<file path="src/rtl/cgc_pkg.sv">
package cgc_pkg;
    localparam int unsigned SMP_W  = 24;
    localparam int unsigned HI_W   = 16;
    localparam int unsigned LO_W   = SMP_W - HI_W;
    localparam int unsigned FRAC_W = SMP_W - 1;

    localparam logic [SMP_W-1:0] GAIN_ONE = {1'b1, {(SMP_W-1){1'b0}}};
    localparam logic [SMP_W-1:0] POS_MAX  = {1'b0, {(SMP_W-1){1'b1}}};
    localparam logic [SMP_W-1:0] NEG_MIN  = {1'b1, {(SMP_W-1){1'b0}}};

    typedef enum logic [1:0] {
        SEL_OFF_HI  = 2'd0,
        SEL_OFF_LO  = 2'd1,
        SEL_GAIN_HI = 2'd2,
        SEL_GAIN_LO = 2'd3
    } coef_sel_e;
endpackage

</file>
<file path="src/rtl/cgc_coef_bank.sv">
module cgc_coef_bank
    import cgc_pkg::*;
#(
    parameter int unsigned NCH = 4,
    parameter int unsigned CHW = 2
) (
    input  logic                  clk,
    input  logic                  rst_n,
    input  logic                  wr_en,
    input  logic [CHW+1:0]        wr_addr,
    input  logic [HI_W-1:0]       wr_data,
    output logic [NCH*SMP_W-1:0]  off_tab,
    output logic [NCH*SMP_W-1:0]  gain_tab
);
    coef_sel_e sel;
    assign sel = coef_sel_e'(wr_addr[1:0]);

    for (genvar g = 0; g < NCH; g++) begin : g_chan
        logic             hit;
        logic [HI_W-1:0]  off_hold, gain_hold;
        logic [SMP_W-1:0] off_q, gain_q;

        assign hit = wr_en && (wr_addr[CHW+1:2] == CHW'(g));

        always_ff @(posedge clk or negedge rst_n) begin
            if (!rst_n) begin
                off_hold  <= '0;
                gain_hold <= GAIN_ONE[SMP_W-1:LO_W];
                off_q     <= '0;
                gain_q    <= GAIN_ONE;
            end else if (hit) begin
                unique case (sel)
                    SEL_OFF_HI:  off_hold  <= wr_data;
                    SEL_OFF_LO:  off_q     <= {off_hold, wr_data[LO_W-1:0]};
                    SEL_GAIN_HI: gain_hold <= wr_data;
                    SEL_GAIN_LO: gain_q    <= {gain_hold, wr_data[LO_W-1:0]};
                    default: ;
                endcase
            end
        end

        assign off_tab[g*SMP_W +: SMP_W]  = off_q;
        assign gain_tab[g*SMP_W +: SMP_W] = gain_q;
    end
endmodule

</file>
<file path="src/rtl/cgc_sub_stage.sv">
module cgc_sub_stage
    import cgc_pkg::*;
(
    input  logic             clk,
    input  logic             rst_n,
    input  logic             in_valid,
    input  logic [SMP_W-1:0] in_sample,
    input  logic [SMP_W-1:0] off,
    input  logic [SMP_W-1:0] gain,
    output logic             s1_valid,
    output logic [SMP_W-1:0] s1_diff,
    output logic [SMP_W-1:0] s1_gain
);
    logic [SMP_W:0]   wide;
    logic [SMP_W-1:0] clamped;

    always_comb begin
        wide = {in_sample[SMP_W-1], in_sample} - {off[SMP_W-1], off};
        if (wide[SMP_W] != wide[SMP_W-1])
            clamped = wide[SMP_W] ? NEG_MIN : POS_MAX;
        else
            clamped = wide[SMP_W-1:0];
    end

    always_ff @(posedge clk or negedge rst_n) begin
        if (!rst_n) begin
            s1_valid <= 1'b0;
            s1_diff  <= '0;
            s1_gain  <= GAIN_ONE;
        end else begin
            s1_valid <= in_valid;
            if (in_valid) begin
                s1_diff <= clamped;
                s1_gain <= gain;
            end
        end
    end
endmodule

</file>
<file path="src/rtl/cgc_mul_stage.sv">
module cgc_mul_stage
    import cgc_pkg::*;
(
    input  logic             clk,
    input  logic             rst_n,
    input  logic             s1_valid,
    input  logic [SMP_W-1:0] s1_diff,
    input  logic [SMP_W-1:0] s1_gain,
    output logic             out_valid,
    output logic [SMP_W-1:0] out_sample
);
    localparam int unsigned PW = 2 * SMP_W + 1;

    logic signed [PW-1:0] prod, shifted;
    logic [SMP_W-1:0]     clamped;
    logic                 fits;

    always_comb begin
        prod    = PW'($signed(s1_diff)) * $signed({{(SMP_W+1){1'b0}}, s1_gain});
        shifted = prod >>> FRAC_W;
        fits    = (shifted[PW-1:SMP_W-1] == '0) || (shifted[PW-1:SMP_W-1] == '1);
        if (fits)
            clamped = shifted[SMP_W-1:0];
        else
            clamped = shifted[PW-1] ? NEG_MIN : POS_MAX;
    end

    always_ff @(posedge clk or negedge rst_n) begin
        if (!rst_n) begin
            out_valid  <= 1'b0;
            out_sample <= '0;
        end else begin
            out_valid <= s1_valid;
            if (s1_valid)
                out_sample <= clamped;
        end
    end
endmodule

</file>
<file path="src/rtl/chan_trim_corrector.sv">
module chan_trim_corrector
    import cgc_pkg::*;
#(
    parameter int unsigned NCH = 4,
    localparam int unsigned CHW = (NCH > 1) ? $clog2(NCH) : 1
) (
    input  logic             clk,
    input  logic             rst_n,
    input  logic             in_valid,
    input  logic [CHW-1:0]   in_chan,
    input  logic [SMP_W-1:0] in_sample,
    input  logic             wr_en,
    input  logic [CHW+1:0]   wr_addr,
    input  logic [HI_W-1:0]  wr_data,
    output logic             out_valid,
    output logic [SMP_W-1:0] out_sample
);
    logic [NCH*SMP_W-1:0] off_tab, gain_tab;
    logic [SMP_W-1:0]     cur_off, cur_gain;
    logic                 s1_valid;
    logic [SMP_W-1:0]     s1_diff, s1_gain;

    cgc_coef_bank #(.NCH(NCH), .CHW(CHW)) bank_i (
        .clk(clk), .rst_n(rst_n), .wr_en(wr_en), .wr_addr(wr_addr),
        .wr_data(wr_data), .off_tab(off_tab), .gain_tab(gain_tab)
    );

    assign cur_off  = off_tab[32'(in_chan) * SMP_W +: SMP_W];
    assign cur_gain = gain_tab[32'(in_chan) * SMP_W +: SMP_W];

    cgc_sub_stage sub_i (
        .clk(clk), .rst_n(rst_n), .in_valid(in_valid), .in_sample(in_sample),
        .off(cur_off), .gain(cur_gain),
        .s1_valid(s1_valid), .s1_diff(s1_diff), .s1_gain(s1_gain)
    );

    cgc_mul_stage mul_i (
        .clk(clk), .rst_n(rst_n), .s1_valid(s1_valid), .s1_diff(s1_diff),
        .s1_gain(s1_gain), .out_valid(out_valid), .out_sample(out_sample)
    );
endmodule

</file>
<file path="config.mk">
export PLATFORM = sky130hd
export DESIGN_NAME = chan_trim_corrector
export DESIGN_NICKNAME = d
export VERILOG_FILES = /design/src/rtl/cgc_pkg.sv /design/src/rtl/cgc_coef_bank.sv /design/src/rtl/cgc_sub_stage.sv /design/src/rtl/cgc_mul_stage.sv /design/src/rtl/chan_trim_corrector.sv
export SDC_FILE = /design/constraint.sdc
export NUM_CORES = 2
export LEC_CHECK = 0
export BUFFER_PORTS_ARGS = -buffer_cell sky130_fd_sc_hd__buf_4
export CORE_MARGIN = 1
export CORE_UTILIZATION = 44
export CTS_BUF_LIST = sky130_fd_sc_hd__clkbuf_8
export DETAILED_ROUTE_END_ITERATION = 8
export GPL_ROUTABILITY_DRIVEN = 0
export SETUP_SLACK_MARGIN = 0.15
export SLEW_MARGIN = 20
export SYNTH_ARGS = -nofsm -noshare
export SYNTH_HDL_FRONTEND = slang
export SYNTH_SLANG_ARGS = --single-unit
export TNS_END_PERCENT = 50
</file>
<file path="constraint.sdc">
create_clock -name clk -period 12.9 [get_ports clk]
set_clock_uncertainty 0.15 [all_clocks]
set_input_delay 3.87 -clock clk [delete_from_list [all_inputs] [get_ports clk]]
set_output_delay 3.87 -clock clk [all_outputs]
set_load 0.05 [all_outputs]
</file>
==> results.py <==
metrics = {
    "run_status": {
        "status": "completed",
    },
    "synthesis": {
        "synth-simple-area-share_pct": 10.27,
        "syn_avg_cell_area_sq_um": 10.83,
        "synthAdderAreaFrac_pct": 34.34,
        "synth_warnings": 0,
        "synth-main-ff-cell": "dfrtp_1",
        "synthArstFlopShare_pct": 100.0,
        "synth_xor_area_share_pct": 1.112,
        "synth_seq_cells": 394,
        "synth_cell_type_count": 69,
        "synth_edf_count": 0,
        "synthCells": 3344,
        "yosysSeqAreaShare_pct": 27.25,
        "synth-compound-area-share_pct": 5.223,
        "synth_top_family_by_area": "adder cells",
        "netlist_area_sq_mm": 0.03622,
        "mappedNetlistNets": 4098,
        "synthMuxAreaShare_pct": 13.77,
    },
    "clocking": {
        "cts_resized": 0,
        "h-tree-depth": 3,
        "cts_made_buffers": 67,
        "cts_setup_buffers": 0,
        "cts_hold_buf": 0,
        "cts_sinks": 394,
        "clk_path_buf_depth": 3,
        "path_clk_slew_ns": 0.06,
        "cts_tree": "done",
        "clockRootBuffer": "clkbuf_8",
        "clock_latency_ns": 0.67,
    },
    "sta": {
        "setup_violations": 0,
        "slew_violations": 0,
        "rsz0062_at_grt": "no",
        "slew_headroom_pct": 25.22,
        "tns_ns": 0,
        "timing.fmax_mhz": 112.8,
        "timing.final.hold_violations": 0,
        "worstMarginPinSlew_ns": 1.122,
        "finalCriticalPeriod_ns": 8.867,
        "period_share_pct": 68.74,
    },
    "worst_setup_path": {
        "cpPeakStageDelay_ns": 1.08,
        "timing.rr.start": "sub_i.s1_diff[2]$_DFFE_PN0P_",
        "crit_path_end_kind": "flip-flop",
        "critical_path.top_delay_family": "adder cells",
        "start_kind": "flip-flop",
        "crit_buf_inv": 4,
        "slowest_stage": "dfrtp_1",
        "arrival_ns": 9.29,
        "r2r_setup_slack_ns": 4.03,
        "endpoint": "mul_i.out_sample[7]$_DFFE_PN0P_",
        "crit_start": "sub_i.s1_diff[2]$_DFFE_PN0P_",
        "path_cells": "and2_1, fa_1, fa_1, fa_1, inv_1, fa_1, inv_1, fa_1, fa_1, inv_1, fa_1, inv_1, ha_1, a21oi_1, nand2_1, a221oi_1, o221ai_1, o31ai_2, or2_1, o311ai_4, o21ai_2, nand2_1, o221ai_1",
        "cp.required_ns": 13.32,
        "cp_max_fo": 25,
        "critical_path_cell_count": 23,
        "crit_type": "reg -> reg",
        "r2r_end": "mul_i.out_sample[7]$_DFFE_PN0P_",
        "rr_worst_depth": 23,
        "crit_top_cell": "fa_1",
    },
    "place": {
        "place_hpwl_um": 63760,
        "io_buffers": 74,
    },
    "route": {
        "finalWirelength_um": 90810,
        "antenna_left": 0,
        "viasPerCell": 5.332,
        "wl_per_cell_um": 20.30,
        "vias": 23854,
        "dr.pass1.iters": 5,
        "drt-initial-drc-count": 1491,
        "drc": 0,
    },
    "cells_and_area": {
        "fillCellCount": 7521,
        "nNetsFinal": 4115,
        "layout-drive-gt1-share_pct": 19.19,
        "area_delta_synth_final_pct": 8.712,
        "regArea_sq_mm": 0.009871,
        "multi_input_area_sq_mm": 0.02349,
    },
    "grt": {
        "grt_pass1_vias": 25413,
        "grt_usage_pct": 22.80,
        "antenna_found_initial": 5,
        "grt_pass1_wl_um": 145500,
        "grt_start_max_net_pins": 166,
        "grt-ovfl-total": 0,
    },
    "floorplanning": {
        "rows": 104,
        "core_sq_mm": 0.08094,
        "dieArea_sq_mm": 0.08347,
        "die_y_um": 288.9,
        "die_width_um": 288.9,
        "io_pins": 75,
        "initial_core_util_pct": 44.75,
    },
    "hold_path": {
        "hold_depth": 1,
        "worstHoldPathType": "reg -> reg",
    },
    "run": {
        "cap_viol_max_count": 0,
    },
}
==> placed cells by master (no fill, tap or decap), types with 7 or more instances in the layout <==
cell type,netlist,final
mux4_2,48,48
mux2_2,346,346
o21ai_0,63,63
ha_1,222,222
o21a_1,7,7
xnor2_1,29,28
a21o_1,31,31
nand4_1,21,21
xor2_1,17,17
o211ai_1,17,17
nor2_2,0,7
dfrtp_1,385,385
o2bb2ai_1,24,24
a21oi_1,81,80
buf_4,1,127
and2_1,253,253
fa_1,482,482
nor2b_1,17,17
nand2_1,337,337
or3_1,7,7
o21bai_1,10,10
nand3_1,14,14
dfstp_2,9,9
o221ai_1,8,8
and3_1,8,7
clkbuf_8,0,86
inv_1,591,612
nor2_1,42,33
nand2b_1,23,23
nor3_1,11,11
==> Yosys cell counts (4+ instances only) <==
cell       instances  area share, %
o2bb2ai_1         24           0.58
dfrtp_1          385             27
a31oi_1            5          0.086
a21oi_1           81            1.1
inv_1            591            6.1
nand3b_1           4          0.083
a21o_1            31           0.64
o21bai_1          10           0.21
nor2b_1           17           0.29
and2_1           253            4.4
o21a_1             7           0.15
xor2_1            17           0.41
fa_1             482             27
dfstp_2            9           0.65
nand2b_1          23           0.40
nand2_1          337            3.5
mux2_2           346             11
or3_1              7           0.12
buf_1             13           0.13
nand4_1           21           0.36
xnor2_1           29           0.70
o211ai_1          17           0.35
o221ai_1           8           0.19
clkbuf_1         165            1.7
nor3_1            11           0.15
nor2_1            42           0.44
mux4_2            48            3.0
nand3_1           14           0.19
o21ai_0           63           0.87
and3_1             8           0.14
a2111oi_0          4          0.097
ha_1             222            7.7
a211oi_1           5           0.10
==> stage by stage <==
step	area (sq um)	hold WS (ns)	cells	setup slack (ns)	util (%)
after CTS	39370	0.3447	4473	4.051	48.65
after global placement	37890	0.3257	4352	4.015	46.81
final	39380	0.3392	4474	4.033	48.65
after global routing	39380	0.3591	4474	3.611	48.65
after detailed placement	37890	0.3330	4352	3.994	46.81
after floorplan	36220	0.2019	3344	4.469	-
==> final cells by class <==
cell class,instances,area share [%]
diodes,1,0.006355
clock inverters,35,0.7658
clock buffers,86,3.006
multi-input cells,2178,59.64
repair buffers,129,2.510
well taps,1060,3.368
inverters,591,5.634
flip-flops and latches,394,25.07
==> cell families after synthesis <==
family,after synthesis
compound gates,284
flops,394
buf+inv,772
simple gates,748
fa+ha+maj,705
mux,395
xor+xnor,46
==> sequential cells by signal, indices dropped and copies added, names as in the netlist <==
register and cells:
bank_i.g_chan.gain_q 96, bank_i.g_chan.off_q 96, bank_i.g_chan.gain_hold 64, bank_i.g_chan.off_hold 64
mul_i.out_sample 24, sub_i.s1_diff 24, sub_i.s1_gain 24, mul_i.out_valid 1
sub_i.s1_valid 1
==> per-layer routing <==
layer  routed length [um]  GRT usage (%)
met1                41240          32.25
met2                41740          35.89
met3                 4922          3.299
met4                 2907          7.974
met5                    0              0
==> worst min-delay path by stage <==
| stage | from | end | slack (ns) |
|---|---|---|---|
| floorplan | sub_i.s1_valid$_DFF_PN0_ | mul_i.out_valid$_DFF_PN0_ | 0.20 |
| global placement | sub_i.s1_diff[8]$_DFFE_PN0P_ | sub_i.s1_diff[8]$_DFFE_PN0P_ | 0.33 |
| detailed placement | bank_i.g_chan[3].off_hold[4]$_DFFE_PN0P_ | bank_i.g_chan[3].off_q[12]$_DFFE_PN0P_ | 0.33 |
| CTS | bank_i.g_chan[2].off_hold[11]$_DFFE_PN0P_ | bank_i.g_chan[2].off_q[19]$_DFFE_PN0P_ | 0.34 |
| global route | bank_i.g_chan[1].gain_hold[1]$_DFFE_PN0P_ | bank_i.g_chan[1].gain_q[9]$_DFFE_PN0P_ | 0.36 |
| finish | bank_i.g_chan[2].off_hold[11]$_DFFE_PN0P_ | bank_i.g_chan[2].off_q[19]$_DFFE_PN0P_ | 0.34 |
Power is left out: the tool's default activity adds up to more than one toggle a clock period on the data nets, which glitch-free logic cannot reach.
